<file path="src/rtl/spp_pkg.sv">
package spp_pkg;

    // Life of one tracking table entry
    typedef enum logic [1:0] {
        E_FREE  = 2'd0,
        E_TRACK = 2'd1,
        E_DONE  = 2'd2
    } ent_state_e;

    // Request issue machine
    typedef enum logic {
        S_IDLE  = 1'b0,
        S_OFFER = 1'b1
    } issue_state_e;

endpackage

</file>
<file path="src/rtl/spp_lookup.sv">
module spp_lookup
    import spp_pkg::*;
#(
    parameter int ENTRIES = 4,
    parameter int GRP_W   = 16,
    parameter int CNT_W   = 8,
    parameter int IDX_W   = 2
) (
    input  ent_state_e         ent_st   [ENTRIES],
    input  logic [GRP_W-1:0]   ent_grp  [ENTRIES],
    input  logic [CNT_W-1:0]   ent_cnt  [ENTRIES],
    input  logic [GRP_W-1:0]   miss_grp,
    input  logic [CNT_W-1:0]   copy_cost,
    output logic [ENTRIES-1:0] hit_vec,
    output logic               hit_any,
    output logic [IDX_W-1:0]   hit_idx,
    output logic               free_any,
    output logic [IDX_W-1:0]   free_idx,
    output logic               vict_any,
    output logic [IDX_W-1:0]   vict_idx,
    output logic               ready_any,
    output logic [IDX_W-1:0]   ready_idx
);

    logic [CNT_W-1:0]   thr;
    logic [ENTRIES-1:0] ready_vec;
    logic [CNT_W-1:0]   best;

    // a zero cost behaves as a cost of one
    assign thr = (copy_cost == '0) ? CNT_W'(1) : copy_cost;

    for (genvar g = 0; g < ENTRIES; g++) begin : g_ready
        assign ready_vec[g] = (ent_st[g] == E_TRACK) && (ent_cnt[g] >= thr);
    end

    assign hit_any = |hit_vec;

    always_comb begin
        hit_vec   = '0;
        hit_idx   = '0;
        free_any  = 1'b0;
        free_idx  = '0;
        vict_any  = 1'b0;
        vict_idx  = '0;
        best      = '0;
        ready_any = 1'b0;
        ready_idx = '0;
        for (int i = 0; i < ENTRIES; i++) begin
            if (ent_st[i] != E_FREE && ent_grp[i] == miss_grp) begin
                hit_vec[i] = 1'b1;
                hit_idx    = IDX_W'(i);
            end
            if (ent_st[i] == E_FREE && !free_any) begin
                free_any = 1'b1;
                free_idx = IDX_W'(i);
            end
            if (ready_vec[i] && !ready_any) begin
                ready_any = 1'b1;
                ready_idx = IDX_W'(i);
            end
            // strict compare keeps the lowest index on a tie
            if (ent_st[i] == E_TRACK && !ready_vec[i] &&
                (!vict_any || ent_cnt[i] < best)) begin
                vict_any = 1'b1;
                vict_idx = IDX_W'(i);
                best     = ent_cnt[i];
            end
        end
    end

endmodule

</file>
<file path="src/rtl/spp_issue.sv">
module spp_issue
    import spp_pkg::*;
#(
    parameter int VPN_W     = 20,
    parameter int GRP_SHIFT = 4,
    parameter int GRP_W     = 16,
    parameter int IDX_W     = 2
) (
    input  logic             clk,
    input  logic             rst_n,
    input  logic             ready_any,
    input  logic [IDX_W-1:0] ready_idx,
    input  logic [GRP_W-1:0] ready_grp,
    input  logic             promo_ready,
    output logic             launch,
    output logic [IDX_W-1:0] launch_idx,
    output logic             promo_valid,
    output logic [VPN_W-1:0] promo_base_vpn
);

    issue_state_e st_q, st_d;
    logic [VPN_W-1:0] base_q;

    // state register
    always_ff @(posedge clk) begin
        if (!rst_n) st_q <= S_IDLE;
        else        st_q <= st_d;
    end

    // transitions: launch, hold, retire
    always_comb begin
        st_d   = st_q;
        launch = 1'b0;
        unique case (st_q)
            S_IDLE: begin
                if (ready_any) begin
                    st_d   = S_OFFER;
                    launch = 1'b1;
                end
            end
            S_OFFER: begin
                if (promo_ready) st_d = S_IDLE;
            end
        endcase
    end

    // outputs
    always_ff @(posedge clk) begin
        if (!rst_n)      base_q <= '0;
        else if (launch) base_q <= {ready_grp, {GRP_SHIFT{1'b0}}};
    end

    assign launch_idx     = ready_idx;
    assign promo_valid    = (st_q == S_OFFER);
    assign promo_base_vpn = base_q;

endmodule

</file>
<file path="src/rtl/spp_monitor.sv">
module spp_monitor
    import spp_pkg::*;
#(
    parameter int VPN_W     = 20,
    parameter int GRP_SHIFT = 4,
    parameter int ENTRIES   = 4,
    parameter int CNT_W     = 8
) (
    input  logic             clk,
    input  logic             rst_n,
    input  logic             miss_valid,
    input  logic [VPN_W-1:0] miss_vpn,
    input  logic [CNT_W-1:0] copy_cost,
    output logic             promo_valid,
    input  logic             promo_ready,
    output logic [VPN_W-1:0] promo_base_vpn
);

    localparam int GRP_W = VPN_W - GRP_SHIFT;
    localparam int IDX_W = (ENTRIES > 1) ? $clog2(ENTRIES) : 1;
    localparam logic [CNT_W-1:0] CNT_MAX = '1;

    ent_state_e         ent_st  [ENTRIES];
    logic [GRP_W-1:0]   ent_grp [ENTRIES];
    logic [CNT_W-1:0]   ent_cnt [ENTRIES];

    logic [GRP_W-1:0]   miss_grp;
    logic [ENTRIES-1:0] hit_vec;
    logic               hit_any, free_any, vict_any, ready_any, launch;
    logic [IDX_W-1:0]   hit_idx, free_idx, vict_idx, ready_idx, launch_idx;
    logic [GRP_W-1:0]   hit_grp, ready_grp;

    assign miss_grp  = GRP_W'(miss_vpn >> GRP_SHIFT);
    assign hit_grp   = ent_grp[hit_idx];
    assign ready_grp = ent_grp[ready_idx];

    spp_lookup #(
        .ENTRIES (ENTRIES), .GRP_W (GRP_W), .CNT_W (CNT_W), .IDX_W (IDX_W)
    ) u_lookup (
        .ent_st    (ent_st),
        .ent_grp   (ent_grp),
        .ent_cnt   (ent_cnt),
        .miss_grp  (miss_grp),
        .copy_cost (copy_cost),
        .hit_vec   (hit_vec),
        .hit_any   (hit_any),
        .hit_idx   (hit_idx),
        .free_any  (free_any),
        .free_idx  (free_idx),
        .vict_any  (vict_any),
        .vict_idx  (vict_idx),
        .ready_any (ready_any),
        .ready_idx (ready_idx)
    );

    spp_issue #(
        .VPN_W (VPN_W), .GRP_SHIFT (GRP_SHIFT), .GRP_W (GRP_W), .IDX_W (IDX_W)
    ) u_issue (
        .clk            (clk),
        .rst_n          (rst_n),
        .ready_any      (ready_any),
        .ready_idx      (ready_idx),
        .ready_grp      (ready_grp),
        .promo_ready    (promo_ready),
        .launch         (launch),
        .launch_idx     (launch_idx),
        .promo_valid    (promo_valid),
        .promo_base_vpn (promo_base_vpn)
    );

    // tracking table: charge, allocate, replace, retire
    always_ff @(posedge clk) begin
        if (!rst_n) begin
            for (int i = 0; i < ENTRIES; i++) begin
                ent_st[i]  <= E_FREE;
                ent_grp[i] <= '0;
                ent_cnt[i] <= '0;
            end
        end else begin
            if (miss_valid) begin
                if (hit_any) begin
                    if (ent_st[hit_idx] == E_TRACK && ent_cnt[hit_idx] != CNT_MAX)
                        ent_cnt[hit_idx] <= ent_cnt[hit_idx] + 1'b1;
                end else if (free_any) begin
                    ent_st[free_idx]  <= E_TRACK;
                    ent_grp[free_idx] <= miss_grp;
                    ent_cnt[free_idx] <= CNT_W'(1);
                end else if (vict_any) begin
                    ent_grp[vict_idx] <= miss_grp;
                    ent_cnt[vict_idx] <= CNT_W'(1);
                end
            end
            // launch wins over a same-cycle charge to its own entry
            if (launch) begin
                ent_st[launch_idx]  <= E_DONE;
                ent_cnt[launch_idx] <= '0;
            end
        end
    end

endmodule

</file>
<file path="config.mk">
export PLATFORM = sky130hd
export DESIGN_NAME = spp_monitor
export DESIGN_NICKNAME = d
export VERILOG_FILES = /design/src/rtl/spp_pkg.sv /design/src/rtl/spp_lookup.sv /design/src/rtl/spp_issue.sv /design/src/rtl/spp_monitor.sv
export SDC_FILE = /design/constraint.sdc
export NUM_CORES = 1
export LEC_CHECK = 0
export ABC_AREA = 1
export BUFFER_PORTS_ARGS = -buffer_cell sky130_fd_sc_hd__clkbuf_2
export CAP_MARGIN = 20
export CORE_MARGIN = 4
export CORE_UTILIZATION = 39
export DETAILED_ROUTE_END_ITERATION = 8
export SKIP_CTS_REPAIR_TIMING = 1
export SYNTH_ARGS = -nofsm -noshare
export SYNTH_HDL_FRONTEND = slang
export SYNTH_HIERARCHICAL = 1
export SYNTH_SLANG_ARGS = --single-unit
</file>
<file path="constraint.sdc">
create_clock -name clk -period 8.6 [get_ports clk]
set_input_delay 0.43 -clock clk [delete_from_list [all_inputs] [get_ports clk]]
set_output_delay 0.43 -clock clk [all_outputs]
set_load 0.005 [all_outputs]
</file>
Yosys cells after proc, flatten, opt, wreduce, memory -nomap -nowiden. Cells that the tools add are included.

Add/sub/neg operators: 1. $lt $le $gt $ge: 15. Equality and inequality tests: 10. Multiplexer cells: 78. Bitwise gates (word level): 20. Reduce and logical (&&, ||, !) cells: 54.

Operators with widths (count): $mux 32 (7); $bwmux 64 (2); $mux 64 (2); $mux 8 (15); $demux 16 s2 (2); $demux 8 s2 (4); $eq 16x16->1 (4); $mux 16 (4); $and 28x28->28 (2); $not 28->28 (2); $and 32x32->32 (1); $bmux 16 s2 (1); $bwmux 32 (1); $ge 8x8->1 (4); $not 32->32 (1); $logic_and 1x1->1 (26); $lt 8x8->1 (3); $mux 2 (12); $mux 1 (23); $bmux 8 s2 (1); $or 4x4->4 (4); $logic_not 1->1 (13); $ge 3x3->1 const B (4); $lt 3x1->1 const B (4); 16 further kinds (36).

Bits in registers: 121. Input bits: 32. Output and inout bits: 21.

Depth between registers and ports, before layout. Gate-level depths: netlist of the first run.

Word-level depth: 33. Mapped depth: 56. Mapped depth without buffers: 53.

Cells and area by module. Netlist of the first run, hierarchy kept.

By module, submodules not included: spp_monitor (instances 1, cells each 872, area each 5507.8 sq um); spp_lookup (instances 1, cells each 407, area each 2454.9 sq um); spp_issue (instances 1, cells each 117, area each 792.0 sq um).

Worst setup path before layout of the first run. Ideal clock, no wire load.

Path type: input -> register. From: in copy_cost[1]. To: reg ent_grp[54] (netlist name). Library setup time: 0.064 ns. Data arrival time: 5.904 ns. Slack: 2.632 ns. Stages: 49. Path through: nor4_1 a41o_1 ha_1 inv_1 nand2_1 nand2_1 nand2_1 nand2_1 nand2_1 nand3_1 nor2_1 buf_2 nand2_1 ha_1 a21oi_1 nor2_1 a211oi_1 nand2_1 [... 13 more ...] nand2_1 o21ai_1 ha_1 nand2_1 inv_1 nand2_1 nand2_1 nand2_1 nand2_1 nand2_1 nand2_1 nand2_1 nor4_2 a21oi_1 inv_2 buf_2 nor2_1 nor2_1.

Word-level cells in the longest chain between the ends: 27.

RTL lines: start: declaration (RTL line spp_monitor.sv:13) `input logic [CNT_W-1:0] copy_cost,`; $logic_not 8->1 (RTL line spp_lookup.sv:30) `assign thr = (copy_cost == '0) ? CNT_W'(1) : copy_cost;`; $mux 8 * (RTL line spp_lookup.sv:30); $ge 8x8->1 (RTL line spp_lookup.sv:33) `assign ready_vec[g] = (ent_st[g] == E_TRACK) && (ent_cnt[g] >= thr);`; $logic_and 1x1->1 (RTL line spp_lookup.sv:33); $logic_not 1->1 (RTL line spp_lookup.sv:62) `if (ent_st[i] == E_TRACK && !ready_vec[i] &&`; $logic_and 1x1->1 (RTL line spp_lookup.sv:62); $mux 8 or $mux 1 (tied branches) (RTL line spp_lookup.sv:62); $lt 8x8->1 or $logic_not 1->1 (tied branches) (RTL line spp_lookup.sv:63) `(!vict_any || ent_cnt[i] < best)) begin`; [... 11 more ...]; named net vict_idx[1] (RTL line spp_monitor.sv:30) `logic [IDX_W-1:0] hit_idx, free_idx, vict_idx, ready_idx, launch_idx;`; $not 2->3 (implied by the code) * (RTL line spp_monitor.sv:89) `ent_grp[vict_idx] <= miss_grp;`; $ge 3x3->1 (implied by the code) or $lt 3x1->1 (tied branches) (RTL line spp_monitor.sv:89); $logic_and 1x1->1 (implied by the code) (RTL line spp_monitor.sv:89); $mux 16 (implied by the code) (RTL line spp_monitor.sv:89); $demux 16 s2 * (RTL line spp_monitor.sv:89); $bwmux 64 * (RTL line spp_monitor.sv:89); $mux 64 * (RTL line spp_monitor.sv:88) `end else if (vict_any) begin`; $mux 64 * (RTL line spp_monitor.sv:84) `end else if (free_any) begin`; end signal: indexed assignment (RTL line spp_monitor.sv:86) `ent_grp[free_idx] <= miss_grp;`; end signal: indexed assignment (RTL line spp_monitor.sv:89); end: declaration (RTL line spp_monitor.sv:24) `logic [GRP_W-1:0] ent_grp [ENTRIES];`.

Mark *: on every way through the listed nets, which the timed path passes. The rest lies on a longest branch. The select of a mux whose other input is x is not followed. A chain may end at the register's enable or synchronous reset.

Worst setup path in the final report of the first run.
From: in copy_cost[1]. To: reg ent_cnt[30] (netlist name).

Word-level cells in the longest chain between the ends: 33.

RTL lines: $logic_not 8->1 (RTL line spp_lookup.sv:30); $mux 8 * (RTL line spp_lookup.sv:30); $ge 8x8->1 (RTL line spp_lookup.sv:33); $logic_and 1x1->1 (RTL line spp_lookup.sv:33); $logic_not 1->1 (RTL line spp_lookup.sv:62); $logic_and 1x1->1 (RTL line spp_lookup.sv:62); $mux 8 or $mux 1 (tied branches) (RTL line spp_lookup.sv:62); $lt 8x8->1 or $logic_not 1->1 (tied branches) (RTL line spp_lookup.sv:63); [... 11 more ...]; named net vict_idx[0] (RTL line spp_monitor.sv:30); [... 6 more ...]; $and 28x28->28 (no source line) *; $mux 32 * (RTL line spp_monitor.sv:88); $mux 32 * (RTL line spp_monitor.sv:84); $mux 32 * (RTL line spp_monitor.sv:81) `if (hit_any) begin`; $mux 32 * (RTL line spp_monitor.sv:80) `if (miss_valid) begin`; $mux 32 * (RTL line spp_monitor.sv:73) `if (!rst_n) begin`; $and 32x32->32 (no source line); $mux 32 * (RTL line spp_monitor.sv:94) `if (launch) begin`; end signal: indexed assignment (RTL line spp_monitor.sv:83) `ent_cnt[hit_idx] <= ent_cnt[hit_idx] + 1'b1;`; end: declaration (RTL line spp_monitor.sv:25) `logic [CNT_W-1:0] ent_cnt [ENTRIES];`.

Marked as above.

==> out/results.txt, run 1 <==
In this run the worst path has a maximum fanout of 18. The run gives 54 as the count of standard-cell rows. For the final routed database, the setup TNS stands at 0 ps. Detail-routed via count per cell: 5.27. TritonCTS built the clock tree.

The die extent in y is 158 um, and the relative area change from synthesis to final layout is 12.1%. Setup repair after global routing left no endpoint under its margin. The layout net count came out at 1507. The number of flip-flops and latches in the synthesized netlist works out to 121. The number of failing setup endpoints in the final timing report is 0. The number of synthesized flops with an enable pin was 0. The congestion estimate from routability-driven global placement came to 0.907. The repair_antennas step left the layout with diodes totalling 0. At the worst endpoint, the arrival time is 7190 ps. The tools report the number of fillers in the final layout as 2346. In this run the mean area of a mapped cell was 6.27 sq um. First-pass iteration count of the detailed router: 6. Uppermost layer routed: met4. The worst setup path category was input port to flip-flop. The tools report the length of routed met2 wiring as 13600 um. The post-detailed-route count of antenna-violating nets was 0. After detailed routing, the wire length on met1 is 12700 um. The run gives 736 as the iteration-0 DRC count of the detailed router. The total congestion overflow came out at 0. In this run the critical register-to-register path is launched from ent_cnt[31].

After synthesis the cells add up to 8750 sq um. The routed design uses 1270 um of met3 wire. Power spread over the standard cell area amounts to 164 nW/um^2. The tools report the warning count from the yosys run as 6.

The starting density of the core is 39.9%, and the register area share after synthesis is 27.7%. For this run, the top clock speed supported by timing is 145 MHz. In the synthesized netlist the dominant register cell turns out to be dfxtp_1.

The routed length per instance is 16.6 um. The most numerous cell type found on the critical path is nand2_1. The worst vdd rail ir drop is 0.121 mV. STA classifies the critical path endpoint as a flip-flop. For this design the top-level I/O count stands at 53. Global routing used 23.0% of the available tracks across all layers. The width of the die is 158 um, and the number of global-route vias before repair is 8407. STA classifies the critical path startpoint as an input port. The clock latency on the worst-skew pair was 420 ps. The wire-length estimate of the detail-placed layout is 20500 um.

The transition time at the pin with the least slew margin was 977 ps. In this run the deepest clock path goes through 2 buffers. The count of port buffers added during placement is 44, and the worst slew margin relative to its limit is 34.8%. Once layout is complete, the utilization of the core stands at 44.7%.

The routed design has 28400 um of wire. Entering global routing, the biggest net connects 87 pins. The post-synthesis cell count is 1396. The critical path endpoint was ent_cnt[30]. The clock skew after layout was 13.9 ps; the register clock-pin slew on the reported worst setup and hold paths was 60 ps.

Buffers inserted during clock tree synthesis total 17. The flow ran to the end, and the final reports show no timing, DRC or antenna violations. The first global-routing pass estimated 45400 um of wire.

The core area is 22000 sq um. The most critical setup path has its startpoint at copy_cost[1]. The clock root buffer master is clkbuf_16. The number of sinks driven by the clock tree was 121. Yosys mapped the design onto 49 distinct sky130hd cell types.

For the H-tree depth reported by CTS, the log shows 4. After synthesis, the share of flip-flops with an asynchronous set or reset is 0%. The initial antenna violation count came out at 0. After layout, the minimum clock period comes to 6890 ps. The worst register-to-register path has a depth of 41. The tools report the number of max-capacitance violations reported as 0. In this design, the stage delay of the slowest critical-path cell is 650 ps. The share of final-layout standard cells stronger than drive strength 1 is 10.1%.

The slowest stage of the critical path is the nor4_2 cell. For this run, design rule violations remaining after detail routing come to 0. The data required time of the critical path is 8900 ps.

Dividing the final minimum period by the clock period gives 80.1%. Summed over all cells, the static leakage comes to 4.51 nW. The final hold violation count is 0. The endpoint identified for the worst register-to-register timing path is ent_cnt[30]. The routed via count came out at 9038.

The worst hold-check path type was input port to flip-flop. Across all register-to-register paths, the minimum setup slack is 1810 ps. The die covers 24900 sq um.

The final count of pins violating max slew came out at 0.
-- layout make-up --
cell class / instances / area, sq um / area share [%]
multi-input combinational: 1086 / 5550 / 56.5
timing repair buffer: 55 / 303 / 3.09
clock buffer: 20 / 457 / 4.65
tap: 280 / 350 / 3.57
clock inverter: 12 / 210 / 2.14
sequential: 121 / 2420 / 24.7
inverter: 140 / 526 / 5.35
-- power by group --
| group | switching, mW | internal [mW] |
|---|---|---|
| clock | 0.287 | 0.535 |
| sequential | 0.0182 | 0.578 |
| combinational | 0.131 | 0.0651 |
-- cell families after synthesis --
family,after synthesis,share of synthesized area (%)
simple gates,709,33.9
buf+inv,192,9.15
other cells,1,0.0428
xor+xnor,23,2.30
fa+ha+maj,54,7.72
flops,121,27.7
compound gates,296,19.3
-- Yosys cell counts, types with 13 or more instances --
cell | number | area (sq um)
dfxtp_1 | 121 | 2420
inv_2 | 23 | 86.3
clkbuf_1 | 25 | 93.8
inv_1 | 115 | 432
o31ai_1 | 14 | 105
o22ai_1 | 26 | 163
o21ai_1 | 23 | 115
nand2_1 | 348 | 1310
nand3_1 | 66 | 330
o21ai_0 | 135 | 676
a21oi_1 | 56 | 280
xor2_1 | 22 | 193
buf_2 | 13 | 65.1
nor2_1 | 238 | 893
ha_1 | 54 | 676
-- metrics by stage --
| stage | power, mW | cell area [sq um] | std cells | hold WS (ps) | setup WS, ps |
|---|---|---|---|---|---|
| finish | 1.61 | 9810 | 1714 | 272 | 1710 |
| global route | 1.68 | 9810 | 1714 | 294 | 1020 |
| CTS | 1.62 | 9810 | 1714 | 263 | 1760 |
| detailed placement | 0.802 | 9150 | 1682 | 477 | 1360 |
| global placement | 0.800 | 9150 | 1682 | 470 | 1440 |
| floorplan | 0.738 | 8770 | 1399 | 472 | 2630 |
-- routing by layer --
| layer | vias to the layer above | track usage [%] |
|---|---|---|
| li1 | 4627 | - |
| met3 | 50 | 3.34 |
| met5 | - | 0 |
| met1 | 4124 | 29.6 |
| met2 | 237 | 39.5 |
| met4 | 0 | 7.78 |
-- state kept, by name, summed over array words and instances (netlist names) --
register,count
ent_cnt,32
ent_grp,64
ent_st,8
u_issue/promo_base_vpn,16
u_issue/promo_valid,1
-- cell usage in the layout, fill, tap and decap left out, types with 14 or more instances in the layout --
cell       count
o21ai_0      135
nand2_1      348
o31ai_1       14
o22ai_1       26
inv_2         23
a21oi_1       56
ha_1          54
clkbuf_2      44
nor2_1       238
nand3_1       66
xor2_1        22
o21ai_1       22
dfxtp_1      121
inv_1        115
clkbuf_16     17
-- worst max-delay path, delay by kind of cell --
family / cells / cell delay, ps
buffers and inverters: 6 / 940
AOI/OAI and AO/OA: 9 / 1420
adders and majority gates: 4 / 1080
and+or+nand+nor: 29 / 3300
-- how the worst min path moves through the flow --
stage | start | to | slack (ps) | depth (start not counted)
final | promo_ready | u_issue/promo_valid | 270 | 4
after global routing | promo_ready | u_issue/promo_valid | 290 | 4
after CTS | promo_ready | u_issue/promo_valid | 260 | 4
after detailed placement | u_issue/promo_base_vpn[9] | u_issue/promo_base_vpn[9] | 480 | 2
after global placement | u_issue/promo_base_vpn[10] | u_issue/promo_base_vpn[10] | 470 | 2
after floorplan | ent_grp[46] | ent_grp[46] | 470 | 2
Note: power is estimated with default switching activity, not from simulation.
==> run 2, diff against run 1 <==
ABC_AREA = 0   (was 1)
clock period = 5.75 ns   (was 8.6 ns; I/O delays follow)
==> out/results.txt, run 2 <==
The startpoint of the worst-slack reg-to-reg timing path was ent_cnt[24]. For this run, the post-layout net count is 1118. Detailed routing placed a total of 11900 um of wire on met2. Setup repair after global routing could not meet its margin everywhere. The run gives 8.80 ps as the clock skew after layout. The first detailed-routing pass ran for 5 iterations.

The Yosys step of the flow raised 6 warnings. The register-to-register setup slack is -1260 ps, and the number of flip-flops under the largest register name is 64. For this run the aggregate overflow at the end of global routing stands at 0. The run gives 51.6% as the core utilization of the finished layout.

The tools report the endpoint kind of the worst setup timing path as a flip-flop. The tools report the routed length on met1 as 11700 um. Signal routing reaches up to met5. Setup violations remaining at the end of the flow were counted as 96.

Counting every sink on the clock net gives 121. The worst setup path is of the flip-flop to flip-flop kind. After filler insertion, the fill cell instance count of the layout stands at 1894. The congestion estimate from routability-driven global placement came to 0.884. The library cell used most frequently in the layout, excluding fill and tap cells, is nand2_1.

The die covers 23500 sq um. Dividing the detail-routed via count by the number of cells gives 5.66. Measured along the y axis, the die boundary spans 153 um.

VDD sags by at most 0.213 mV. Compared with the post-synthesis result, the final layout area differs by 28.5%. The post-route netlist has 28.9% of its cells at a drive strength greater than 1. After the first detailed-routing iteration, the DRC count stood at 634. The maximum buffer depth of the clock tree was 2. For this design, the slowest cell found on the critical path is or4_4. For the routed via count, the log shows 7445. The starting density of the core is 40.1%, and the data required time of the critical path is 6100 ps. Number of design rule violations left after detail routing: 0. The library cells used most frequently in the layout, excluding fill and tap cells, are 128 x nand2_1, 121 x dfxtp_1, 80 x buf_4, 59 x xor2_1, 49 x nor2_1. The tools report the origin of the worst min-delay path as promo_ready. At the worst endpoint, the arrival time is 7360 ps. The detail route stage leaves a number of antenna-violating nets equal to 0. TritonCTS built the clock tree. The largest fanout on the critical path is 8. The biggest cell delay along the critical path came out at 440 ps. The tree is rooted in a clkbuf_16. Counting cells, the worst reg-to-reg path comes to 31.

Buffers placed on the I/O ports in this run total 44. The first global-routing pass estimated 38700 um of wire. The number of global-route vias before repair was 6904; the average cell area after synthesis was 8.95 sq um. The worst hold path stage count was 3. Pin placement for this block handled 53 I/O pins. In the final routed layout, each cell accounts on average for 19.5 um.

The post-route worst setup slack was -1260 ps; the total track usage was 20.7%. The routed design has 25700 um of wire. The final count of pins violating max slew was 0. The post-place instance area came out at 9300 sq um.

The count of standard-cell rows is 52. The capture endpoint of the worst hold path was u_issue/promo_valid. The register clock-pin slew on the reported worst setup and hold paths is 60 ps.

The logs give 1520 um for the routed wire length on met3 and 41.8% for the worst slew margin relative to its limit. For the total clock buffers created by CTS, the log shows 17. The clock latency on the worst-skew pair came out at 420 ps. The worst hold-check path type is input port to flip-flop.

The flow ran to the end, but the final reports show violations. The core region is 20500 sq um. After synthesis the cells add up to 8220 sq um.

The cell count after synthesis came out at 919. Summed over all cells, the static leakage comes to 4.01 nW. Entering global routing, the biggest net connects 70 pins. The launching element type of the critical path is a flip-flop. The H-tree was split into 4 levels.

Width of the die: 153 um. The register with the most flip-flops was ent_grp. The tool flagged a number of max-cap violations equal to 0. The final critical delay including setup and external delays works out to 7010 ps. The checks that failed: negative setup slack. After legalization and detailed placement, the total HPWL measured 18600 um.

Dividing the final minimum period by the clock period gives 122%. The final hold violation count is 0. The initial antenna violation count came out at 1. The transition time at the pin with the least slew margin is 867 ps, and the fmax is 143 MHz. For the final design area excluding fillers, the log shows 10600 sq um. Endpoint of the most critical register-to-register path: ent_cnt[19]. The power density over the cells was 212 nW/um^2.
==> run 2: critical path: cells and delay by family (launching register included) <==
family          cells  cell delay (ps)
simple gates        7             1760
buf+inv             4              530
flops               1              340
fa+ha+maj           4             1130
compound gates     16             3150
==> run 2: worst max-delay path by stage <==
stage / start / end / slack, ps / cells past startpoint
floorplan: copy_cost[4] / ent_cnt[13] / -1080 / 36
global placement: copy_cost[4] / ent_grp[1] / -1560 / 37
detailed placement: copy_cost[4] / ent_grp[15] / -1840 / 36
CTS: ent_cnt[24] / ent_grp[15] / -1390 / 34
global route: copy_cost[6] / ent_grp[53] / -1580 / 36
finish: ent_cnt[24] / ent_cnt[19] / -1260 / 31
==> run 2: area by class of cell <==
type / count / area, sq um / area share [%]
multi-input combinational: 735 / 6090 / 57.6
clock inverter: 13 / 148 / 1.40
antenna: 1 / 2.50 / 0.0237
tap: 270 / 338 / 3.20
inverter: 19 / 73.8 / 0.698
clock buffer: 19 / 433 / 4.10
sequential: 121 / 2420 / 22.9
timing repair buffer: 138 / 1070 / 10.1
==> run 2: metal layers <==
metal | up-vias | global-route usage (%)
li1 | 3560 | -
met1 | 3617 | 29.0
met2 | 218 | 32.3
met3 | 48 | 4.27
met4 | 2 | 6.41
met5 | - | 0
==> run 2: per-stage QoR <==
| stage | power, mW | setup WS [ps] | hold slack, ps | instances | TNS [ps] |
|---|---|---|---|---|---|
| final | 2.24 | -1260 | 191 | 1316 | -110880 |
| after floorplan | 1.06 | -1080 | 427 | 922 | -87960 |
| after global routing | 2.33 | -1580 | 199 | 1315 | -142270 |
| after CTS | 2.22 | -1390 | 180 | 1299 | -126490 |
| after global placement | 1.16 | -1560 | 443 | 1267 | -142370 |
| after detailed placement | 1.16 | -1840 | 450 | 1267 | -166940 |
==> run 2: power breakdown <==
group | leakage [nW] | internal (mW) | total [mW] | switching, mW
Clock | 0.270 | 0.641 | 1.06 | 0.415
Sequential | 0.979 | 0.856 | 0.872 | 0.0163
Combinational | 2.76 | 0.134 | 0.316 | 0.183
Total | 4.01 | 1.63 | 2.24 | 0.614
